### config.mk
export PLATFORM = sky130hd
export DESIGN_NAME = inv_queue_fetcher
export DESIGN_NICKNAME = d
export VERILOG_FILES = /design/src/rtl/ivq_pkg.sv /design/src/rtl/ivq_regs.sv /design/src/rtl/ivq_ctrl.sv /design/src/rtl/inv_queue_fetcher.sv
export SDC_FILE = /design/constraint.sdc
export NUM_CORES = 1
export LEC_CHECK = 0
export BUFFER_PORTS_ARGS = -buffer_cell sky130_fd_sc_hd__buf_2
export CORE_AREA = 3 3 177 179
export CTS_CLUSTER_SIZE = 25
export DETAILED_ROUTE_END_ITERATION = 6
export DIE_AREA = 0 0 180 182
export GPL_TIMING_DRIVEN = 0
export REMOVE_ABC_BUFFERS = 1
export SETUP_SLACK_MARGIN = 0.2
export SLEW_MARGIN = 10
export SYNTH_ARGS = -nofsm -noshare
export SYNTH_HDL_FRONTEND = slang
export SYNTH_SLANG_ARGS = --single-unit
### constraint.sdc
create_clock -name clk -period 2.02 [get_ports clk]
set_clock_uncertainty 0.1 [all_clocks]
set_input_delay 0.404 -clock clk [delete_from_list [all_inputs] [get_ports clk]]
set_output_delay 0.404 -clock clk [all_outputs]
set_load 0.01 [all_outputs]
### src/rtl/ivq_pkg.sv
package ivq_pkg;

    typedef enum logic [2:0] {
        ST_IDLE,
        ST_REQ,
        ST_WAIT,
        ST_SEND,
        ST_HALT
    } ivq_state_e;

    localparam logic [1:0] SEL_TAIL  = 2'd0;
    localparam logic [1:0] SEL_QADDR = 2'd1;
    localparam logic [1:0] SEL_CTRL  = 2'd2;

    localparam int CTRL_EN_BIT  = 0;
    localparam int CTRL_CLR_BIT = 1;

endpackage

### src/rtl/ivq_regs.sv
module ivq_regs
    import ivq_pkg::*;
#(
    parameter int ADDR_W   = 64,
    parameter int SIZE_W   = 3,
    parameter int MIN_EXP  = 8,
    parameter int BASE_LSB = 12,
    parameter int OFF_LSB  = 4,
    parameter int PTR_W    = MIN_EXP + (1 << SIZE_W) - 1
) (
    input  logic              clk,
    input  logic              rst_n,
    input  logic              cfg_we,
    input  logic [1:0]        cfg_sel,
    input  logic [ADDR_W-1:0] cfg_wdata,
    input  logic              cfg_idle,
    output logic [ADDR_W-1:0] base_addr,
    output logic [PTR_W-1:0]  ptr_mask,
    output logic [PTR_W-1:0]  tail_eff,
    output logic              enable,
    output logic              clr_err
);
    localparam int BASE_W = ADDR_W - BASE_LSB;

    logic [BASE_W-1:0] base_q;
    logic [SIZE_W-1:0] size_q;
    logic [PTR_W-1:0]  tail_q;

    always_ff @(posedge clk) begin
        if (!rst_n) begin
            base_q <= '0;
            size_q <= '0;
            tail_q <= '0;
            enable <= 1'b0;
        end else if (cfg_we) begin
            if (cfg_sel == SEL_TAIL) begin
                tail_q <= cfg_wdata[OFF_LSB +: PTR_W];
            end
            if (cfg_sel == SEL_QADDR && cfg_idle) begin
                base_q <= cfg_wdata[ADDR_W-1:BASE_LSB];
                size_q <= cfg_wdata[SIZE_W-1:0];
            end
            if (cfg_sel == SEL_CTRL) begin
                enable <= cfg_wdata[CTRL_EN_BIT];
            end
        end
    end

    always_comb begin
        for (int i = 0; i < PTR_W; i++) begin
            ptr_mask[i] = (i < (int'(size_q) + MIN_EXP));
        end
    end

    assign tail_eff  = tail_q & ptr_mask;
    assign base_addr = {base_q, {BASE_LSB{1'b0}}};
    assign clr_err   = cfg_we && (cfg_sel == SEL_CTRL) && cfg_wdata[CTRL_CLR_BIT];

endmodule

### src/rtl/ivq_ctrl.sv
module ivq_ctrl
    import ivq_pkg::*;
#(
    parameter int ADDR_W   = 64,
    parameter int DATA_W   = 128,
    parameter int PTR_W    = 15,
    parameter int OFF_LSB  = 4,
    parameter int TYPE_W   = 4,
    parameter int TYPE_MIN = 1,
    parameter int TYPE_MAX = 5
) (
    input  logic              clk,
    input  logic              rst_n,
    input  logic              enable,
    input  logic              clr_err,
    input  logic [ADDR_W-1:0] base_addr,
    input  logic [PTR_W-1:0]  ptr_mask,
    input  logic [PTR_W-1:0]  tail_eff,
    output logic              mem_req_valid,
    input  logic              mem_req_ready,
    output logic [ADDR_W-1:0] mem_req_addr,
    input  logic              mem_rsp_valid,
    input  logic [DATA_W-1:0] mem_rsp_data,
    input  logic              mem_rsp_err,
    output logic              dsc_valid,
    input  logic              dsc_ready,
    output logic [DATA_W-1:0] dsc_data,
    output logic [PTR_W-1:0]  head,
    output logic              err_flag,
    output logic              cfg_idle
);
    ivq_state_e state, state_nxt;
    logic       rsp_good;
    logic [TYPE_W-1:0] rsp_type;

    assign rsp_type = mem_rsp_data[TYPE_W-1:0];
    assign rsp_good = !mem_rsp_err
                   && (rsp_type >= TYPE_W'(TYPE_MIN))
                   && (rsp_type <= TYPE_W'(TYPE_MAX));

    // state register
    always_ff @(posedge clk) begin
        if (!rst_n) state <= ST_IDLE;
        else        state <= state_nxt;
    end

    // transitions
    always_comb begin
        state_nxt = state;
        unique case (state)
            ST_IDLE: if (enable && (head != tail_eff))   state_nxt = ST_REQ;
            ST_REQ:  if (mem_req_ready)                  state_nxt = ST_WAIT;
            ST_WAIT: if (mem_rsp_valid)                  state_nxt = rsp_good ? ST_SEND : ST_HALT;
            ST_SEND: if (dsc_ready)                      state_nxt = ST_IDLE;
            ST_HALT: if (clr_err)                        state_nxt = ST_IDLE;
            default:                                     state_nxt = ST_IDLE;
        endcase
    end

    // outputs
    always_comb begin
        mem_req_valid = (state == ST_REQ);
        dsc_valid     = (state == ST_SEND);
        err_flag      = (state == ST_HALT);
        cfg_idle      = (state == ST_IDLE) || (state == ST_HALT);
        mem_req_addr  = base_addr | (ADDR_W'(head) << OFF_LSB);
    end

    // head pointer and captured descriptor
    always_ff @(posedge clk) begin
        if (!rst_n) begin
            head     <= '0;
            dsc_data <= '0;
        end else begin
            if (state == ST_IDLE) begin
                head <= enable ? (head & ptr_mask) : '0;
            end
            if (state == ST_WAIT && mem_rsp_valid && rsp_good) begin
                head     <= (head + 1'b1) & ptr_mask;
                dsc_data <= mem_rsp_data;
            end
        end
    end

endmodule

### src/rtl/inv_queue_fetcher.sv
module inv_queue_fetcher
    import ivq_pkg::*;
#(
    parameter int ADDR_W   = 64,
    parameter int DATA_W   = 128,
    parameter int SIZE_W   = 3,
    parameter int MIN_EXP  = 8,
    parameter int TYPE_W   = 4,
    parameter int TYPE_MIN = 1,
    parameter int TYPE_MAX = 5
) (
    input  logic              clk,
    input  logic              rst_n,
    input  logic              cfg_we,
    input  logic [1:0]        cfg_sel,
    input  logic [ADDR_W-1:0] cfg_wdata,
    output logic [ADDR_W-1:0] head_rd,
    output logic              err_flag,
    output logic              mem_req_valid,
    input  logic              mem_req_ready,
    output logic [ADDR_W-1:0] mem_req_addr,
    input  logic              mem_rsp_valid,
    input  logic [DATA_W-1:0] mem_rsp_data,
    input  logic              mem_rsp_err,
    output logic              dsc_valid,
    input  logic              dsc_ready,
    output logic [DATA_W-1:0] dsc_data
);
    localparam int OFF_LSB  = $clog2(DATA_W / 8);
    localparam int BASE_LSB = 12;
    localparam int PTR_W    = MIN_EXP + (1 << SIZE_W) - 1;

    logic [ADDR_W-1:0] base_addr;
    logic [PTR_W-1:0]  ptr_mask, tail_eff, head;
    logic              enable, clr_err, cfg_idle;

    ivq_regs #(
        .ADDR_W(ADDR_W), .SIZE_W(SIZE_W), .MIN_EXP(MIN_EXP),
        .BASE_LSB(BASE_LSB), .OFF_LSB(OFF_LSB), .PTR_W(PTR_W)
    ) u_regs (
        .clk(clk), .rst_n(rst_n),
        .cfg_we(cfg_we), .cfg_sel(cfg_sel), .cfg_wdata(cfg_wdata),
        .cfg_idle(cfg_idle),
        .base_addr(base_addr), .ptr_mask(ptr_mask), .tail_eff(tail_eff),
        .enable(enable), .clr_err(clr_err)
    );

    ivq_ctrl #(
        .ADDR_W(ADDR_W), .DATA_W(DATA_W), .PTR_W(PTR_W), .OFF_LSB(OFF_LSB),
        .TYPE_W(TYPE_W), .TYPE_MIN(TYPE_MIN), .TYPE_MAX(TYPE_MAX)
    ) u_ctrl (
        .clk(clk), .rst_n(rst_n),
        .enable(enable), .clr_err(clr_err),
        .base_addr(base_addr), .ptr_mask(ptr_mask), .tail_eff(tail_eff),
        .mem_req_valid(mem_req_valid), .mem_req_ready(mem_req_ready),
        .mem_req_addr(mem_req_addr),
        .mem_rsp_valid(mem_rsp_valid), .mem_rsp_data(mem_rsp_data),
        .mem_rsp_err(mem_rsp_err),
        .dsc_valid(dsc_valid), .dsc_ready(dsc_ready), .dsc_data(dsc_data),
        .head(head), .err_flag(err_flag), .cfg_idle(cfg_idle)
    );

    assign head_rd = ADDR_W'(head) << OFF_LSB;

endmodule

==> summary.md, run 1 <==
| Metric | Value |
|---|---|
| Yosys cell types | 55 |
| Detailed-route DRC error count | 0 |
| Final Setup Violations | 0 |
| R2r endpoint | u_ctrl.dsc_data[112]$_SDFFE_PN0P_ |
| Slowest-stage cell, CP | dfxtp_4 |
| Initial antenna violation count | 3 |
| CP max stage delay | 370 ps |
| Post-Syn Area per Cell | 7.846 sq um |
| Compound-Gate Fraction of Synth Area | 0.1515 |
| Clock slew at reported path FFs | 60 ps |
| Drt wl/cell | 16.78 um |
| Slew Viols, Final | 0 |
| Hold Crit Depth | 3 |
| Root Buffer | clkbuf_16 |
| Flops & latches, synth | 217 |
| Hold crit path type | primary input to register |
| Async SR Flop Fraction | 0 |
| CTS Sinks | 217 |
| WHS | 16.29 ps |
| CTS tree | built |
| P&R area growth vs syn | 56.93% |
| Worst path arrival time | 2240 ps |
| Share of cells above drive strength 1 | 0.4261 |
| Pre-antenna DRT Iters | 5 |
| Power Total | 9.696 mW |
| DP HPWL | 20.51 mm |
| PD cells | 686.5 mW/mm^2 |
| Status | complete, no violations |
| Final Util | 0.4753 |
| Area of the multi-input gates | 0.004414 sq mm |
| Clock Latency Late Sink | 520 ps |
| Syn Std Cell Area | 0.009000 sq mm |
| Nets | 1,808 |
| RSZ-0062 raised after global routing | yes |
| Clock Tree Buf Depth | 3 |
| Main combinational cell family by area after synthesis | simple AND/OR/NAND/NOR gates |
| Die ar. | 0.03276 sq mm |
| FF-to-FF Start | u_ctrl.state[2]$_SDFFE_PN0P_ |
| Number of buffers created by CTS | 26 |
| Core area | 0.02972 sq mm |
| Primary FF master, synth | dfxtp_1 |
| Cell Area, Placed | 0.01080 sq mm |
| Starting Density | 0.3029 |
| Gpl congestion | 0.8088 |
| Slew of the pin with the lowest slew margin | 740.1 ps |
| GRT Util Overall | 0.1740 |
| # fillers | 2,836 |
| TNS Setup | 0 ps |
| IO buf count | 405 |
| Register area | 0.004392 sq mm |
| Vias in the first global route | 8,986 |
| R2R Setup Slk | 70 ps |
| Min-delay src | cfg_wdata[55] |
| Vias | 9,472 |
| Seq/Total Area, Yosys | 0.4827 |
| Area leader, netlist | dfxtp_1 |
| DRT iter0 DRCs | 621 |
| Hold endpoint | u_regs.base_q[43]$_SDFFE_PN0P_ |
| Htree depth | 1 |
| Syn Inst Count | 1,147 |
| CP Launch Type | register |
| Final wirelength | 33.83 mm |
| Simple-Gate Fraction of Synth Area | 0.2160 |
| First-pass GRT wire length | 47.49 mm |
| Mux share of post-synthesis cell area | 0.002224 |
| Static Leak | 6.136 nW |
| Family with the most delay on the worst path | buffers and inverters |
| Vias/cell | 4.698 |
| Width of the die | 180 um |
| Yosys warns | 0 |
| Synth top area cells | dfxtp_1 (48%), nand2_1 (17%), a21oi_1 (12%) |
| Tcrit/Tclk final | 0.9650 |
| CP cell instances | nor3b_4 -> nand4_1 -> buf_8 -> buf_12 -> buf_12 -> buf_12 -> clkbuf_16 -> nand2_2 -> a21oi_2 |
| Maximum VDD drop | 0.5829 mV |
| Die Height | 182 um |
| Req. time, crit path | 2310 ps |
| Largest net degree at the start of global routing | 126 |
| Post-Synth Adder-Cell Area | 0.001390 |
| Overflow after GRT | 0 |
| Post-route antenna net violation count | 0 |
| Yosys top cell area share | 0.4827 |
| Most frequent CP cell | buf_12 |
| Fin. Hold Viols | 0 |
| Site Rows | 63 |
| CP endpoint kind | register |
| Crit Path Max Fanout | 8 |
| F_max | 0.5130 GHz |
| Max-slew headroom | 0.5066 |
| EDFF count, synth | 0 |
| Synth Area in XOR/XNOR | 0.01557 |
| Critical path type | register to register |
| Post-synth top cells | nand2_1 (409), dfxtp_1 (217), a21oi_1 (213), buf_4 (114), clkbuf_1 (38) |
| Io pins | 460 |
| Most common cell in the netlist | nand2_1 |
| Post-route minimum period | 1949 ps |
| Crit path buf inv count | 5 |
| Max cap viols | 0 |
| Post-route cell area | 0.01412 sq mm |
| Worst R2R Path Depth | 9 |
layer usage:
layer | global-route usage | part of all wire | up-vias
li1 | - | - | 4510
met3 | 0.03606 | 0.071 | 94
met4 | 0.06931 | 0.036 | 2
met2 | 0.3070 | 0.51 | 444
met5 | 0 | 0.00021 | -
met1 | 0.2071 | 0.38 | 4422
worst reg2reg max path: cells and delay by family, from the launching register on:
| kind | cells | cell delay (ps) |
|---|---|---|
| flip-flops | 1 | 370 |
| buffers and inverters | 5 | 770 |
| AO/OA/AOI/OAI | 1 | 60 |
| AND/OR/NAND/NOR | 3 | 510 |
state kept, by name (all words and copies together), names as in the netlist:
| register | count |
|---|---|
| u_regs.tail_q | 15 |
| u_regs.enable | 1 |
| u_regs.base_q | 52 |
| u_regs.size_q | 3 |
| u_ctrl.head | 15 |
| u_ctrl.state | 3 |
| u_ctrl.dsc_data | 128 |
layout make-up:
type | instances | area share
diodes | 2 | 0.0003544
inverters | 5 | 0.001860
clock inverters | 4 | 0.003366
repair buffers | 560 | 0.2803
multi-input cells | 796 | 0.3125
flip-flops and latches | 217 | 0.3110
clock buffers | 42 | 0.05608
well taps | 390 | 0.03455
worst max path at each step:
stage                                 startpoint                                 to  cells past startpoint
floorplan                        mem_rsp_data[2]        u_ctrl.head[6]$_SDFFE_PN0P_                      5
global placement                 mem_rsp_data[2]        u_ctrl.head[6]$_SDFFE_PN0P_                      6
finish              u_ctrl.state[2]$_SDFFE_PN0P_  u_ctrl.dsc_data[112]$_SDFFE_PN0P_                      9
CTS                 u_ctrl.state[0]$_SDFFE_PN0P_   u_ctrl.dsc_data[99]$_SDFFE_PN0P_                      9
detailed placement               mem_rsp_data[1]   u_ctrl.dsc_data[32]$_SDFFE_PN0P_                     10
global route        u_ctrl.state[2]$_SDFFE_PN0P_  u_ctrl.dsc_data[112]$_SDFFE_PN0P_                      9
report_power, final:
| group | internal (mW) | switching, mW | leakage [nW] | total, mW |
|---|---|---|---|---|
| clock | 2.79 | 1.83 | 0.409 | 4.62 |
| sequential | 4.32 | 0.0323 | 1.76 | 4.35 |
| combinational | 0.354 | 0.374 | 3.96 | 0.728 |
cells by family (layout without fill, tap and decap cells):
logic type | after synthesis | after routing
compound gates | 250 | 250
other cells | 1 | 55
mux | 2 | 2
xor+xnor | 16 | 16
buf+inv | 186 | 611
fa+ha+maj | 1 | 1
flops | 217 | 217
simple gates | 474 | 474
metrics by stage:
step / instances / worst slack, ps
after floorplan: 1018 / -3158
after CTS: 1984 / 145.6
after global routing: 2016 / 23.27
after detailed placement: 1827 / -621.4
after global placement: 1813 / -6656
final: 2016 / 70.78
what timing repair did:
item                                    in CTS  in global routing
endpoints found under the hold margin       81                  0
hold buffers                                81                  0
endpoints found under the setup margin     208                120
cloned                                       1                 13
setup buffers                               29                 17
pin swaps                                    6                 99
resized for setup                           59                207
cell usage in the layout (no fill, tap or decap), types with 3 or more instances in the layout:
cell type / instances
nand3_1: 4
conb_1: 53
o21ai_0: 8
nor2_4: 5
a21oi_1: 162
dlygate4sd3_1: 81
nand2_4: 45
nand2_2: 21
nand4_1: 3
buf_12: 14
a31oi_1: 5
xor2_1: 11
or2_4: 6
nor2_1: 8
and3_1: 3
dfxtp_2: 5
buf_6: 18
buf_4: 31
nand2_1: 343
a211oi_1: 3
clkbuf_1: 9
dfxtp_4: 11
dfxtp_1: 201
clkbuf_8: 6
clkbuf_16: 39
xnor2_1: 4
buf_16: 4
nor3_1: 8
a21oi_2: 52
nor4_2: 3
buf_2: 398
inv_1: 3
(Power assumes the default switching activity.)
==> run 2, diff against run 1 <==
==> constraint.sdc (replaced) <==
create_clock -name clk -period 2.02 [get_ports clk]
set_clock_uncertainty 0.1 [all_clocks]
set_input_delay 0.202 -clock clk [delete_from_list [all_inputs] [get_ports clk]]
set_output_delay 0.202 -clock clk [all_outputs]
set_load 0.01 [all_outputs]
==> run 2 against run 1 <==
  * Clock power is essentially flat
  * Routed wire length grew 2.1%
  * Fmax grew 2.5%
  * Critical path depth is the same
  * Sequential power is essentially flat
  * Design area grew 1.6%
  * Highest routed layer is now met4
==> summary.md, run 2 (synthesis results as in run 1) <==
| Metric | Value |
|---|---|
| # fillers | 2,762 |
| Post-route cell area | 0.01435 sq mm |
| Share of cells above drive strength 1 | 0.3326 |
| CTS tree | built |
| Logic pwr share | 0.092 |
| P&R area growth vs syn | 59.43% |
| Clk network pwr share | 0.467 |
| F_max | 0.5259 GHz |
| CP endpoint kind | register |
| Max reg flops | 128 |
| Static Leak | 6.379 nW |
| Slew of the pin with the lowest slew margin | 629.7 ps |
| Overflow after GRT | 0 |
| Largest Register | u_ctrl.dsc_data |
| Critical path type | register to register |
| Vias/cell | 4.663 |
| Die ar. | 0.03276 sq mm |
| Htree depth | 1 |
| Most common cell after layout, fill and taps aside | buf_2 |
| Switching share of power | 0.2303 |
| R2R Setup Slk | 120 ps |
| R2r endpoint | u_ctrl.dsc_data[125]$_SDFFE_PN0P_ |
| Vias in the first global route | 9,820 |
| Drt wl/cell | 16.39 um |
| Nets | 1,901 |
| Worst R2R Path Depth | 9 |
| Register area | 0.004364 sq mm |
| GRT Util Overall | 0.1865 |
| DP HPWL | 20.51 mm |
| Hold crit path type | primary input to register |
| Status | complete, no violations |
| First-pass GRT wire length | 50.83 mm |
| Starting Density | 0.3029 |
| Width of the die | 180 um |
| Req. time, crit path | 2310 ps |
| Final Util | 0.4828 |
| Fin. Hold Viols | 0 |
| RSZ-0062 raised after global routing | yes |
| Detailed-route DRC error count | 0 |
| Final Setup Violations | 0 |
| Max cap viols | 0 |
| Root Buffer | clkbuf_16 |
| Site Rows | 63 |
| Slew Viols, Final | 0 |
| Top Registers | u_ctrl.dsc_data x128, u_regs.base_q x52 |
| Maximum VDD drop | 0.6057 mV |
| Core area | 0.02972 sq mm |
| Final wirelength | 34.54 mm |
| FF-to-FF Start | u_ctrl.state[2]$_SDFFE_PN0P_ |
| Initial antenna violation count | 0 |
| Largest net degree at the start of global routing | 126 |
| CTS Sinks | 217 |
| Crit. Startpoint | u_ctrl.state[2]$_SDFFE_PN0P_ |
| Power Total | 9.886 mW |
| DRT iter0 DRCs | 622 |
| Pre-antenna DRT Iters | 5 |
| Most frequent cells in the layout | buf_2 (405), nand2_1 (382), a21oi_1 (210), dfxtp_1 (207), dlygate4sd3_1 (195) |
| Clock slew at reported path FFs | 60 ps |
| Seq pwr share | 0.441 |
| Post-route antenna net violation count | 0 |
| Clock Latency Late Sink | 520 ps |
| Vias | 9,825 |
| Io pins | 460 |
| PD cells | 689.0 mW/mm^2 |
| Gpl congestion | 0.8088 |
| Tcrit/Tclk final | 0.9413 |
| Clock Tree Buf Depth | 3 |
| Number of buffers created by CTS | 26 |
| Post-route minimum period | 1901 ps |
| Cell Area, Placed | 0.01080 sq mm |
| Area of the multi-input gates | 0.003886 sq mm |
| Worst path arrival time | 2190 ps |
| Net switching power | 2.277 mW |
| Antenna diodes | 0 |
| Die Height | 182 um |
| Max-slew headroom | 0.5802 |
| Int Pwr | 7.609 mW |
| CP Launch Type | register |
| Crit Path Max Fanout | 6 |
| IO buf count | 405 |
| Critical path endpoint | u_ctrl.dsc_data[125]$_SDFFE_PN0P_ |
-- run 2: changes by cell type in the layout (fill, tap and decap cells not counted), moves of 5 or more --
cell	delta
dlygate4sd3_1	+114
a21oi_1	+48
a21oi_2	-48
nand2_4	-45
nand2_1	+39
buf_6	-14
dfxtp_4	-8
buf_2	+7
buf_4	-7
dfxtp_1	+6
nand2_2	+6
or2_2	+5
-- run 2: area by class of cell --
| cell class | count | area share |
|---|---|---|
| tap | 390 | 0.03401 |
| timing repair buffer | 652 | 0.3307 |
| clock buffer | 42 | 0.05520 |
| inverter | 5 | 0.001831 |
| multi-input combinational | 797 | 0.2708 |
| clock inverter | 4 | 0.003314 |
| sequential | 217 | 0.3042 |
-- run 2: worst min path at each step --
stage / to / slack, ps / cells after the start / startpoint
finish: u_regs.tail_q[8]$_SDFFE_PN0P_ / 40 / 4 / cfg_sel[1]
global route: u_regs.tail_q[8]$_SDFFE_PN0P_ / 30 / 4 / cfg_sel[1]
CTS: u_regs.tail_q[8]$_SDFFE_PN0P_ / 10 / 4 / cfg_sel[1]
detailed placement: u_regs.base_q[6]$_SDFFE_PN0P_ / 340 / 2 / u_regs.base_q[6]$_SDFFE_PN0P_
global placement: u_regs.base_q[2]$_SDFFE_PN0P_ / 340 / 2 / u_regs.base_q[2]$_SDFFE_PN0P_
floorplan: u_ctrl.state[0]$_SDFFE_PN0P_ / 220 / 2 / rst_n
-- run 2: power groups by stage --
stage	registers [mW]	logic, mW	clock network, mW
after floorplan	4.46	0.217	0
after global placement	4.45	0.539	0
after detailed placement	4.45	0.554	0
after CTS	4.36	0.879	4.72
after global routing	4.36	0.979	4.90
final	4.36	0.908	4.62
-- run 2: per-layer routing --
metal / track usage / up-vias / share of wire
met5: 0 / - / 0
met4: 0.08756 / 0 / 0.047
met3: 0.03686 / 119 / 0.066
met2: 0.3310 / 462 / 0.50
met1: 0.2159 / 4556 / 0.38
li1: - / 4688 / -
-- run 2: through the flow --
| stage | std cells | setup TNS, ps | setup WS (ps) | hold slack [ps] |
|---|---|---|---|---|
| 2_1_floorplan | 1018 | -354570 | -3120 | 218.1 |
| 3_3_place_gp | 1813 | -826410 | -6474 | 336.2 |
| 3_5_place_dp | 1827 | -28330 | -423.1 | 341.5 |
| 4_1_cts | 2093 | 0 | 161.9 | 11.67 |
| 5_1_grt | 2107 | 0 | 46.26 | 31.48 |
| 6_report | 2107 | 0 | 118.5 | 43.48 |
-- run 2: critical path, stage by stage (launching register included) --
cell and delay, ps:
dfxtp_4 370, nor3b_4 230, nand4_1 200, buf_6 190, buf_12 130, buf_12 140
buf_12 140, clkbuf_16 140, nand2_1 60, a21oi_1 60
-- run 2: what timing repair did --
item,in CTS,in global routing
gates resized for setup,33,48
hold buffers,195,0
pin swaps,5,12
setup buffers,23,5
setup endpoints to repair,200,163
hold endpoints to repair,208,0
cloned,2,9
==> run 3, diff against run 2 <==
--- a/config.mk
+++ b/config.mk
@@ -6,10 +6,10 @@
 export NUM_CORES = 1
 export LEC_CHECK = 0
 export BUFFER_PORTS_ARGS = -buffer_cell sky130_fd_sc_hd__buf_2
-export CORE_AREA = 3 3 177 179
+export CORE_AREA = 3 3 178 180
 export CTS_CLUSTER_SIZE = 25
 export DETAILED_ROUTE_END_ITERATION = 6
-export DIE_AREA = 0 0 180 182
+export DIE_AREA = 0 0 181 183
 export GPL_TIMING_DRIVEN = 0
 export REMOVE_ABC_BUFFERS = 1
 export SETUP_SLACK_MARGIN = 0.2
==> run 3 against run 2 <==
  * Design area is 2.1% higher
  * Global-route usage is 0.82 points lower
  * Power is 2.3% lower
  * Critical endpoint is now u_ctrl.state[0]$_SDFFE_PN0P_
  * Highest routed layer unchanged
  * Critical path depth is 3 lower
  * Via count is 1.0% lower
  * Combinational power is 0.9% higher
  * Routed wire length is 1.5% lower
  * Fmax is 2.3% higher
  * Critical path type unchanged
  * Register-to-register slack better by 40 ps
  * Clock-buffer cell count is 5 lower
  * First-iteration DRC count is 8.5% lower
==> summary.md, run 3 (synthesis results as in run 1) <==
| Metric | Value |
|---|---|
| Critical path type | register to register |
| Worst R2R Path Depth | 6 |
| Status | complete, no violations |
| Vias in the first global route | 9,195 |
| PnR worst setup slack | 161.1 ps |
| Non-filler cells, final | 2,129 |
| Final wirelength | 34.04 mm |
| Initial antenna violation count | 0 |
| Max-slew headroom | 0.6007 |
| Die Height | 183 um |
| CP Launch Type | register |
| WL met2 | 17.11 mm |
| # fillers | 2,831 |
| IO buf count | 405 |
| Top Layer Used | met4 |
| Clock slew at reported path FFs | 60 ps |
| Root Buffer | clkbuf_16 |
| GRT Util Overall | 0.1783 |
| Final Setup Violations | 0 |
| Clock Latency Late Sink | 510 ps |
| Post-route antenna net violation count | 0 |
| First-pass GRT wire length | 48.87 mm |
| CP endpoint kind | register |
| Pre-antenna DRT Iters | 4 |
| Antenna diodes | 0 |
| P&R area growth vs syn | 62.76% |
| Overflow after GRT | 0 |
| R2R Setup Slk | 160 ps |
| Detailed-route DRC error count | 0 |
| CP max stage delay | 420 ps |
| Final Util | 0.4826 |
| Largest net degree at the start of global routing | 113 |
| F_max | 0.5379 GHz |
| Fin. Hold Viols | 0 |
| Starting Density | 0.2965 |
| Pre-CTS setup slack | -595.0 ps |
| Most common cell after layout, fill and taps aside | buf_2 |
| Crit. Startpoint | u_ctrl.state[2]$_SDFFE_PN0P_ |
| Static Leak | 6.465 nW |
| Max cap viols | 0 |
| Vias/cell | 4.567 |
| FF-to-FF Start | u_ctrl.state[2]$_SDFFE_PN0P_ |
| PD cells | 659.5 mW/mm^2 |
| DP HPWL | 19.83 mm |
| Metal-1 WL | 13.36 mm |
| Slowest-stage cell, CP | or3_4 |
| Slew of the pin with the lowest slew margin | 598.9 ps |
| Crit Path Max Fanout | 5 |
| Htree depth | 1 |
| Gpl congestion | 0.7744 |
| Post-route minimum period | 1859 ps |
| Site Rows | 64 |
| Met3 WL post-DR | 2.240 mm |
| Share of cells above drive strength 1 | 0.3601 |
| TNS Setup | 0 ps |
| Req. time, crit path | 2300 ps |
| Top Registers | u_ctrl.dsc_data x128, u_regs.base_q x52 |
| Core area | 0.03035 sq mm |
| CTS tree | built |
| Largest Register | u_ctrl.dsc_data |
| R2r endpoint | u_ctrl.state[0]$_SDFFE_PN0P_ |
| Critical path endpoint | u_ctrl.state[0]$_SDFFE_PN0P_ |
| Nets | 1,918 |
| CP cell instances | buf_4 -> or3_4 -> nor4_4 -> o2111ai_2 -> a2111oi_2 -> a21oi_1 |
| Maximum VDD drop | 0.6943 mV |
| Slew Viols, Final | 0 |
| Drt wl/cell | 15.99 um |
| Tcrit/Tclk final | 0.9203 |
| Max reg flops | 128 |
| Vias | 9,723 |
| DRT iter0 DRCs | 569 |
| Hold crit path type | primary input to register |
| Worst path arrival time | 2140 ps |
| Most frequent cells in the layout | buf_2 (405), nand2_1 (355), dfxtp_1 (207), a21oi_1 (200), dlygate4sd3_1 (198) |
| Width of the die | 181 um |
| Dpl cells | 1,832 |
| Io pins | 460 |
| Number of buffers created by CTS | 24 |
| CTS Sinks | 217 |
| Clock Tree Buf Depth | 3 |
| RSZ-0062 raised after global routing | yes |
| Die ar. | 0.03312 sq mm |
==> run 3: timing repair <==
action,4_1_cts,5_1_grt
setup endpoints to repair,201,194
gates cloned,3,10
resized for setup,34,117
endpoints found under the hold margin,207,0
hold buffers,198,0
pin swaps,4,52
setup buffers,24,19
==> run 3: layout make-up <==
class | count | area, sq um | area share
Clock buffer | 37 | 700.7 | 0.04783
Multi-Input combinational cell | 801 | 4135 | 0.2823
Sequential cell | 217 | 4372 | 0.2985
Clock inverter | 6 | 80.08 | 0.005467
Inverter | 5 | 26.28 | 0.001794
Timing Repair Buffer | 667 | 4838 | 0.3303
Tap cell | 396 | 495.5 | 0.03383
==> run 3: worst max-delay path: cells and delay by family, from the launching register on <==
kind	cells	cell delay [ps]
AOI/OAI and AO/OA	3	510
and+or+nand+nor	2	610
buffers and inverters	1	140
DFF	1	370
==> run 3: metal layers <==
metal  up-vias  track usage
met5         -            0
met4         0      0.06795
met3        78      0.03451
met2       371       0.3173
met1      4538       0.2136
li1       4736            -
==> run 3: worst min-delay path by stage <==
stage / startpoint / end / slack (ps) / cells past startpoint
2_1_floorplan: rst_n / u_ctrl.state[0]$_SDFFE_PN0P_ / 220 / 2
3_3_place_gp: u_regs.base_q[0]$_SDFFE_PN0P_ / u_regs.base_q[0]$_SDFFE_PN0P_ / 340 / 2
3_5_place_dp: u_regs.base_q[0]$_SDFFE_PN0P_ / u_regs.base_q[0]$_SDFFE_PN0P_ / 340 / 2
4_1_cts: cfg_we / u_regs.enable$_SDFFE_PN0P_ / 7 / 4
5_1_grt: cfg_we / u_regs.enable$_SDFFE_PN0P_ / 60 / 4
6_report: cfg_we / u_regs.enable$_SDFFE_PN0P_ / 60 / 4
==> run 3: per-stage QoR <==
| step | area (sq um) | hold WS [ps] | power (mW) |
|---|---|---|---|
| 3_5_place_dp | 10810 | 341.8 | 5.002 |
| 6_report | 14650 | 56.93 | 9.660 |
| 4_1_cts | 13890 | 6.811 | 9.746 |
| 3_3_place_gp | 10570 | 336.0 | 4.986 |
| 2_1_floorplan | 8043 | 218.1 | 4.682 |
| 5_1_grt | 14650 | 56.84 | 10.02 |
==> run 3: power by group <==
part / switching, mW / internal [mW]
clock: 1.76 / 2.63
sequential: 0.0317 / 4.32
combinational: 0.412 / 0.504
total: 2.20 / 7.46
